==> config.mk <==
export PLATFORM = sky130hd
export DESIGN_NAME = cfg_route
export DESIGN_NICKNAME = d
export VERILOG_FILES = /design/src/rtl/cfgr_pkg.sv /design/src/rtl/cfgr_decode.sv /design/src/rtl/cfgr_master.sv /design/src/rtl/cfg_route.sv
export SDC_FILE = /design/constraint.sdc
export NUM_CORES = 1
export LEC_CHECK = 0
export ABC_AREA = 1
export CORE_MARGIN = 2
export CORE_UTILIZATION = 45
export CTS_CLUSTER_SIZE = 16
export DETAILED_ROUTE_END_ITERATION = 8
export PLACE_DENSITY = 0.76
export SLEW_MARGIN = 30
export SYNTH_ARGS = -nofsm -noshare
export SYNTH_HDL_FRONTEND = slang
export SYNTH_SLANG_ARGS = --single-unit
==> constraint.sdc <==
create_clock -name clk -period 1.8 [get_ports clk]
set_input_delay 0.45 -clock clk [delete_from_list [all_inputs] [get_ports clk]]
set_output_delay 0.45 -clock clk [all_outputs]
set_load 0.05 [all_outputs]
==> src/rtl/cfgr_pkg.sv <==
package cfgr_pkg;

  typedef enum logic [2:0] {
    ST_IDLE,
    ST_LOC,
    ST_IDX,
    ST_GAP,
    ST_DAT,
    ST_RSP
  } cfgr_state_t;

  typedef enum logic [1:0] {
    CLS_ERR,
    CLS_LOCAL,
    CLS_DOWN
  } cfgr_cls_t;

endpackage

==> src/rtl/cfgr_decode.sv <==
module cfgr_decode
  import cfgr_pkg::*;
#(
  parameter int BUS_W    = 8,
  parameter int DEV_W    = 5,
  parameter int STAT_W   = 8,
  parameter int DLA_BIT  = 5,
  parameter int PHY_BIT  = 4,
  parameter int ONE_DEV_BUSES = 2
) (
  input  logic [BUS_W-1:0]  bus,
  input  logic [DEV_W-1:0]  dev,
  input  logic [STAT_W-1:0] stat,
  output cfgr_cls_t         cls,
  output logic              link_up
);

  logic single_dev_bus;
  logic bad_dev;
  logic is_root;
  logic unused_stat;

  assign single_dev_bus = (bus < BUS_W'(ONE_DEV_BUSES));
  assign bad_dev        = single_dev_bus && (dev != '0);
  assign is_root        = (bus == '0);
  assign link_up        = stat[DLA_BIT] & stat[PHY_BIT];
  assign unused_stat    = ^stat;

  always_comb begin
    if (bad_dev)       cls = CLS_ERR;
    else if (is_root)  cls = CLS_LOCAL;
    else if (!link_up) cls = CLS_ERR;
    else               cls = CLS_DOWN;
  end

endmodule

==> src/rtl/cfgr_master.sv <==
module cfgr_master #(
  parameter int ADDR_W = 16,
  parameter int DATA_W = 32,
  localparam int BE_W  = DATA_W / 8
) (
  input  logic              clk,
  input  logic              rst_n,
  input  logic              start,
  input  logic [ADDR_W-1:0] s_addr,
  input  logic              s_wr,
  input  logic [DATA_W-1:0] s_wdata,
  input  logic [BE_W-1:0]   s_be,
  output logic              done,
  output logic              m_valid,
  input  logic              m_ready,
  output logic [ADDR_W-1:0] m_addr,
  output logic              m_wr,
  output logic [DATA_W-1:0] m_wdata,
  output logic [BE_W-1:0]   m_be
);

  assign done = m_valid && m_ready;

  always_ff @(posedge clk or negedge rst_n) begin
    if (!rst_n) begin
      m_valid <= 1'b0;
      m_addr  <= '0;
      m_wr    <= 1'b0;
      m_wdata <= '0;
      m_be    <= '0;
    end else if (start) begin
      m_valid <= 1'b1;
      m_addr  <= s_addr;
      m_wr    <= s_wr;
      m_wdata <= s_wdata;
      m_be    <= s_be;
    end else if (done) begin
      m_valid <= 1'b0;
    end
  end

  // a stalled access keeps every field
  p_hold_stall_r9: assert property (@(posedge clk) disable iff (!rst_n)
    (m_valid && !m_ready) |=> (m_valid && $stable(m_addr) && $stable(m_wr)
                               && $stable(m_wdata) && $stable(m_be)));

  // no new access launched while one is still open
  p_no_restart_r7: assert property (@(posedge clk) disable iff (!rst_n)
    (m_valid && !m_ready) |-> !start);

endmodule

==> src/rtl/cfg_route.sv <==
module cfg_route
  import cfgr_pkg::*;
#(
  parameter int BUS_W    = 8,
  parameter int DEV_W    = 5,
  parameter int FN_W     = 3,
  parameter int OFF_W    = 12,
  parameter int DATA_W   = 32,
  parameter int ADDR_W   = 16,
  parameter int STAT_W   = 8,
  parameter int DLA_BIT  = 5,
  parameter int PHY_BIT  = 4,
  parameter logic [ADDR_W-1:0] IDX_ADDR  = 16'h9000,
  parameter logic [ADDR_W-1:0] DATA_BASE = 16'h8000,
  localparam int BE_W    = DATA_W / 8,
  localparam int FN_LSB  = 12,
  localparam int DEV_LSB = FN_LSB + FN_W,
  localparam int BUS_LSB = DEV_LSB + DEV_W
) (
  input  logic              clk,
  input  logic              rst_n,
  input  logic [STAT_W-1:0] link_stat,
  input  logic              req_valid,
  output logic              req_ready,
  input  logic [BUS_W-1:0]  req_bus,
  input  logic [DEV_W-1:0]  req_dev,
  input  logic [FN_W-1:0]   req_fn,
  input  logic [OFF_W-1:0]  req_off,
  input  logic              req_wr,
  input  logic [DATA_W-1:0] req_wdata,
  input  logic [BE_W-1:0]   req_be,
  output logic              rsp_valid,
  input  logic              rsp_ready,
  output logic [DATA_W-1:0] rsp_rdata,
  output logic              rsp_err,
  output logic              loc_valid,
  input  logic              loc_ready,
  output logic [ADDR_W-1:0] loc_addr,
  output logic              loc_wr,
  output logic [DATA_W-1:0] loc_wdata,
  output logic [BE_W-1:0]   loc_be,
  input  logic [DATA_W-1:0] loc_rdata,
  output logic              win_valid,
  input  logic              win_ready,
  output logic [ADDR_W-1:0] win_addr,
  output logic              win_wr,
  output logic [DATA_W-1:0] win_wdata,
  output logic [BE_W-1:0]   win_be,
  input  logic [DATA_W-1:0] win_rdata
);

  cfgr_state_t       st;
  cfgr_cls_t         cls;
  logic              link_up;
  logic              accept;
  logic              loc_start, loc_done;
  logic              win_start, win_done;
  logic [ADDR_W-1:0] win_s_addr;
  logic              win_s_wr;
  logic [DATA_W-1:0] win_s_wdata;
  logic [BE_W-1:0]   win_s_be;
  logic [DATA_W-1:0] index_word;
  logic [OFF_W-1:0]  q_off;
  logic              q_wr;
  logic [DATA_W-1:0] q_wdata;
  logic [BE_W-1:0]   q_be;

  cfgr_decode #(
    .BUS_W(BUS_W), .DEV_W(DEV_W), .STAT_W(STAT_W),
    .DLA_BIT(DLA_BIT), .PHY_BIT(PHY_BIT), .ONE_DEV_BUSES(2)
  ) u_decode (
    .bus(req_bus), .dev(req_dev), .stat(link_stat),
    .cls(cls), .link_up(link_up)
  );

  assign req_ready = (st == ST_IDLE);
  assign accept    = req_valid && req_ready;
  assign loc_start = accept && (cls == CLS_LOCAL);
  assign win_start = (accept && (cls == CLS_DOWN)) || (st == ST_GAP);

  always_comb begin
    index_word = '0;
    index_word[BUS_LSB +: BUS_W] = req_bus;
    index_word[DEV_LSB +: DEV_W] = req_dev;
    index_word[FN_LSB  +: FN_W]  = req_fn;
  end

  always_comb begin
    if (st == ST_GAP) begin
      win_s_addr  = DATA_BASE + ADDR_W'(q_off);
      win_s_wr    = q_wr;
      win_s_wdata = q_wdata;
      win_s_be    = q_be;
    end else begin
      win_s_addr  = IDX_ADDR;
      win_s_wr    = 1'b1;
      win_s_wdata = index_word;
      win_s_be    = '1;
    end
  end

  cfgr_master #(.ADDR_W(ADDR_W), .DATA_W(DATA_W)) u_loc (
    .clk(clk), .rst_n(rst_n), .start(loc_start),
    .s_addr(ADDR_W'(req_off)), .s_wr(req_wr), .s_wdata(req_wdata), .s_be(req_be),
    .done(loc_done),
    .m_valid(loc_valid), .m_ready(loc_ready), .m_addr(loc_addr),
    .m_wr(loc_wr), .m_wdata(loc_wdata), .m_be(loc_be)
  );

  cfgr_master #(.ADDR_W(ADDR_W), .DATA_W(DATA_W)) u_win (
    .clk(clk), .rst_n(rst_n), .start(win_start),
    .s_addr(win_s_addr), .s_wr(win_s_wr), .s_wdata(win_s_wdata), .s_be(win_s_be),
    .done(win_done),
    .m_valid(win_valid), .m_ready(win_ready), .m_addr(win_addr),
    .m_wr(win_wr), .m_wdata(win_wdata), .m_be(win_be)
  );

  always_ff @(posedge clk or negedge rst_n) begin
    if (!rst_n) begin
      st        <= ST_IDLE;
      q_off     <= '0;
      q_wr      <= 1'b0;
      q_wdata   <= '0;
      q_be      <= '0;
      rsp_valid <= 1'b0;
      rsp_rdata <= '0;
      rsp_err   <= 1'b0;
    end else begin
      unique case (st)
        ST_IDLE: if (accept) begin
          q_off   <= req_off;
          q_wr    <= req_wr;
          q_wdata <= req_wdata;
          q_be    <= req_be;
          unique case (cls)
            CLS_LOCAL: st <= ST_LOC;
            CLS_DOWN:  st <= ST_IDX;
            default: begin
              st        <= ST_RSP;
              rsp_valid <= 1'b1;
              rsp_rdata <= '1;
              rsp_err   <= 1'b1;
            end
          endcase
        end
        ST_LOC: if (loc_done) begin
          st        <= ST_RSP;
          rsp_valid <= 1'b1;
          rsp_rdata <= q_wr ? '0 : loc_rdata;
          rsp_err   <= 1'b0;
        end
        ST_IDX: if (win_done) st <= ST_GAP;
        ST_GAP: st <= ST_DAT;
        ST_DAT: if (win_done) begin
          st        <= ST_RSP;
          rsp_valid <= 1'b1;
          rsp_rdata <= q_wr ? '0 : win_rdata;
          rsp_err   <= 1'b0;
        end
        ST_RSP: if (rsp_ready) begin
          st        <= ST_IDLE;
          rsp_valid <= 1'b0;
        end
        default: st <= ST_IDLE;
      endcase
    end
  end

  // busy while a response is pending; ports never both active
  p_busy_r7: assert property (@(posedge clk) disable iff (!rst_n)
    rsp_valid |-> !req_ready);
  p_one_port_r7: assert property (@(posedge clk) disable iff (!rst_n)
    !(loc_valid && win_valid));

  // response held under back-pressure
  p_rsp_hold_r8: assert property (@(posedge clk) disable iff (!rst_n)
    (rsp_valid && !rsp_ready) |=> (rsp_valid && $stable(rsp_rdata) && $stable(rsp_err)));

  // bad device on a single-device bus gives an immediate error
  p_bad_dev_r2: assert property (@(posedge clk) disable iff (!rst_n)
    (req_valid && req_ready && (req_bus < 8'd2) && (req_dev != '0))
      |=> (rsp_valid && rsp_err && (rsp_rdata == '1) && !loc_valid && !win_valid));

  // link down blocks every downstream request
  p_link_down_r4: assert property (@(posedge clk) disable iff (!rst_n)
    (req_valid && req_ready && (req_bus != '0) && !link_up)
      |=> (rsp_valid && rsp_err && !win_valid));

  // an idle cycle separates the index handshake and the data access
  p_gap_r6: assert property (@(posedge clk) disable iff (!rst_n)
    (win_valid && win_ready && (win_addr == IDX_ADDR)) |=> !win_valid);

  // local traffic only for bus 0, device 0
  p_local_target_r3: assert property (@(posedge clk) disable iff (!rst_n)
    (req_valid && req_ready && !((req_bus == '0) && (req_dev == '0))) |=> !loc_valid);

endmodule

==> reports/results.txt <==
Outcome -> finished, violations left
Failing checks -> negative setup slack
Hold crit path type -> in -> reg
Mapped cell area -> 8250 µm²
Final HPWL DP -> 17.3 mm
GRT Overall Usage -> 0.260
CP endpoint kind -> flop
Setup CP Type -> in -> reg
Final setup fails -> 34
Post-Synthesis Cells -> 981
Unrepaired setup endpoints after global routing -> true
Clock tree buffer depth -> 2
Metal-1 WL -> 10.8 mm
Max Used Layer -> met4
CP Max Fanout -> 6
Period Utilization, post-route -> 1.07
Critical path's most frequent cell -> buf_6
DRT Wirelength -> 25.6 mm
Boundary Pins -> 286
CP peak stage delay -> 0.32 ns
Skew final -> 0.0110 ns
Worst skew pair latency -> 0.44 ns
Area Growth Syn to Fin -> 50.5%
Post-Syn Area per Cell -> 8.41 µm²
Register area share after synthesis -> 0.570
Most common cell after layout, fill and taps aside -> nand2_1
IO buf count -> 273
Cell Rows -> 49
Crit path DAT -> 2.26 ns
H-tree levels -> 4
GPL Wtd Cong -> 0.843
CP max stage cell -> ha_1
Final Hold Fails -> 0
Gr ovfl total -> 0
Total power -> 24.4 mW
Vias -> 7846
Largest net degree at the start of global routing -> 54
Pins over their slew limit -> 0
DRT Pass-1 Iters -> 5
PwrDens -> 1960 nW/µm²
Initial Util -> 0.459
MaxCap Viol Count -> 0
Vias per cell -> 5.14
Core box area -> 18000 µm²
# nets final -> 1431
Die height -> 139 µm
Num CTS Buffers -> 17
Max Clk Rate -> 519 MHz
Synth warn -> 0
Initial DRC count -> 488
Number of global-route vias before repair -> 7579
Maximum vdd drop -> 1.73 mV
Critical Path RT -> 2.13 ns
Post-route minimum period -> 1.93 ns
Die area -> 19400 µm²
Crit-path cells -> clkdlybuf4s15_2, nor2_4, nand3_2, nor2_1, inv_1, nand4_1, ha_1, nand3b_1, nand3_4, buf_6, inv_6, nand2_8, buf_6, buf_12, nand2_2, nand2_1
Clk slew on worst S/H paths -> 0.08 ns
Met2 wire length -> 12.4 mm
Met3 Wirelength -> 1.77 mm
TritonCTS clock tree -> yes
Static Leak -> 6.28 nW
Synth Register Bits -> 188
Global-route wire length before repair -> 40.4 mm
Residual DRC count -> 0
Crit start category -> input pin
Final ANT Viol Nets -> 0
TritonCTS sink count -> 188
Synth cell types -> 29
WL/cell -> 16.8 µm
Layout cells sized above 1 -> 0.275
Diode count -> 0
Post-route setup slack -> -0.128 ns
Post-route cell area -> 12400 µm²
Placed Instance Area -> 11200 µm²
Initial antenna violation count -> 0
Die Wd -> 139 µm
Most frequent cells in the layout -> nand2_1 (304), dfrtp_1 (185), buf_4 (179)
CTS root buf -> clkbuf_16
## worst paths after layout
| check | slack, ns | depth (start not counted) | start | to |
|---|---|---|---|---|
| max | -0.13 | 16 | req_bus[3] | rsp_rdata[3]$_DFFE_PN0P_ |
| min reg2reg | 0.47 | 2 | u_win.m_addr[9]$_DFFE_PN0P_ | u_win.m_addr[9]$_DFFE_PN0P_ |
| min in group asynchronous | 0.54 | 2 | rst_n | u_win.m_wdata[6]$_DFFE_PN0P_ |
| max in group asynchronous | 0.70 | 3 | rst_n | st[2]$_DFFE_PN0P_ |
| max reg2reg | -0.05 | 11 | st[1]$_DFFE_PN0P_ | rsp_rdata[3]$_DFFE_PN0P_ |
| min | 0.32 | 5 | req_dev[2] | u_win.m_wdata[17]$_DFFE_PN0P_ |
## layer usage
| layer | global-route usage | up-vias |
|---|---|---|
| met2 | 0.425 | 336 |
| li1 | - | 3754 |
| met3 | 0.0485 | 50 |
| met1 | 0.355 | 3706 |
| met5 | 0 | - |
| met4 | 0.0797 | 0 |
## report_power, final
part / switching [mW] / internal, mW / total, mW / leakage, nW
logic: 8.78 / 4.94 / 13.7 / 3.59
clock network: 1.82 / 2.13 / 3.95 / 0.299
registers: 0.923 / 5.77 / 6.69 / 2.39
## Yosys cell counts (all sizes together)
master / number / area, µm²
o21ai: 85 / 429
clkbuf: 19 / 71.3
o22ai: 13 / 81.3
nand4: 49 / 307
inv: 78 / 300
nand2: 374 / 1420
nand3b: 1 / 7.51
nand3: 75 / 375
nor3: 3 / 26.3
or2: 1 / 6.26
nor2: 35 / 155
a21oi: 6 / 30.0
ha: 3 / 37.5
conb: 1 / 3.75
dfrtp: 188 / 4700
buf: 50 / 294
## worst max-delay path, delay by kind of cell
kind	cells	cell delay, ns
buffers and inverters	6	0.78
and+or+nand+nor	9	0.70
adders and majority gates	1	0.32
## registers in the layout (all words and copies together) (netlist names), 3 cells and up
register and flops:
q_be 4, q_off 12, q_wdata 32, rsp_rdata 32, st 3, u_loc.m_addr 12, u_loc.m_be 4, u_loc.m_wdata 32
u_win.m_addr 14, u_win.m_be 4, u_win.m_wdata 32
## final cells by class
cell class              count  area (µm²)
repair buffers            348        3260
clock buffers              17         425
inverters                  78         308
fillers                  1398        5550
multi-input cells         652        3230
clock inverters            15         201
well taps                 229         287
flip-flops and latches    188        4710
## per-stage QoR
| stage | util | TNS [ns] | hold slack (ns) | worst slack [ns] | cells |
|---|---|---|---|---|---|
| floorplan | - | -0.730 | 0.154 | -0.0247 | 986 |
| global placement | 0.622 | -96.43 | 0.435 | -0.954 | 1471 |
| detailed placement | 0.622 | -107.92 | 0.438 | -1.08 | 1471 |
| CTS | 0.684 | -2.33 | 0.320 | -0.147 | 1528 |
| global route | 0.691 | -6.30 | 0.354 | -0.213 | 1527 |
| finish | 0.691 | -3.25 | 0.323 | -0.128 | 1527 |
## timing repair
action,in CTS,in global routing
cloned,6,1
resized for setup,110,61
hold buffers,1,0
endpoints found under the hold margin,43,0
endpoints found under the setup margin,139,82
setup buffers,18,1
pin swaps,42,21
## logic make-up (layout without fill, tap and decap cells)
| family | Yosys count | after routing | share of synthesized area |
|---|---|---|---|
| AO/OA/AOI/OAI | 104 | 104 | 0.0655 |
| flip-flops | 188 | 188 | 0.570 |
| AND/OR/NAND/NOR | 538 | 539 | 0.279 |
| adder cells (fa/ha/maj) | 3 | 3 | 0.00455 |
| buffers and inverters | 147 | 458 | 0.0807 |
| other | 1 | 6 | 0.000455 |
(Power assumes the default switching activity.)
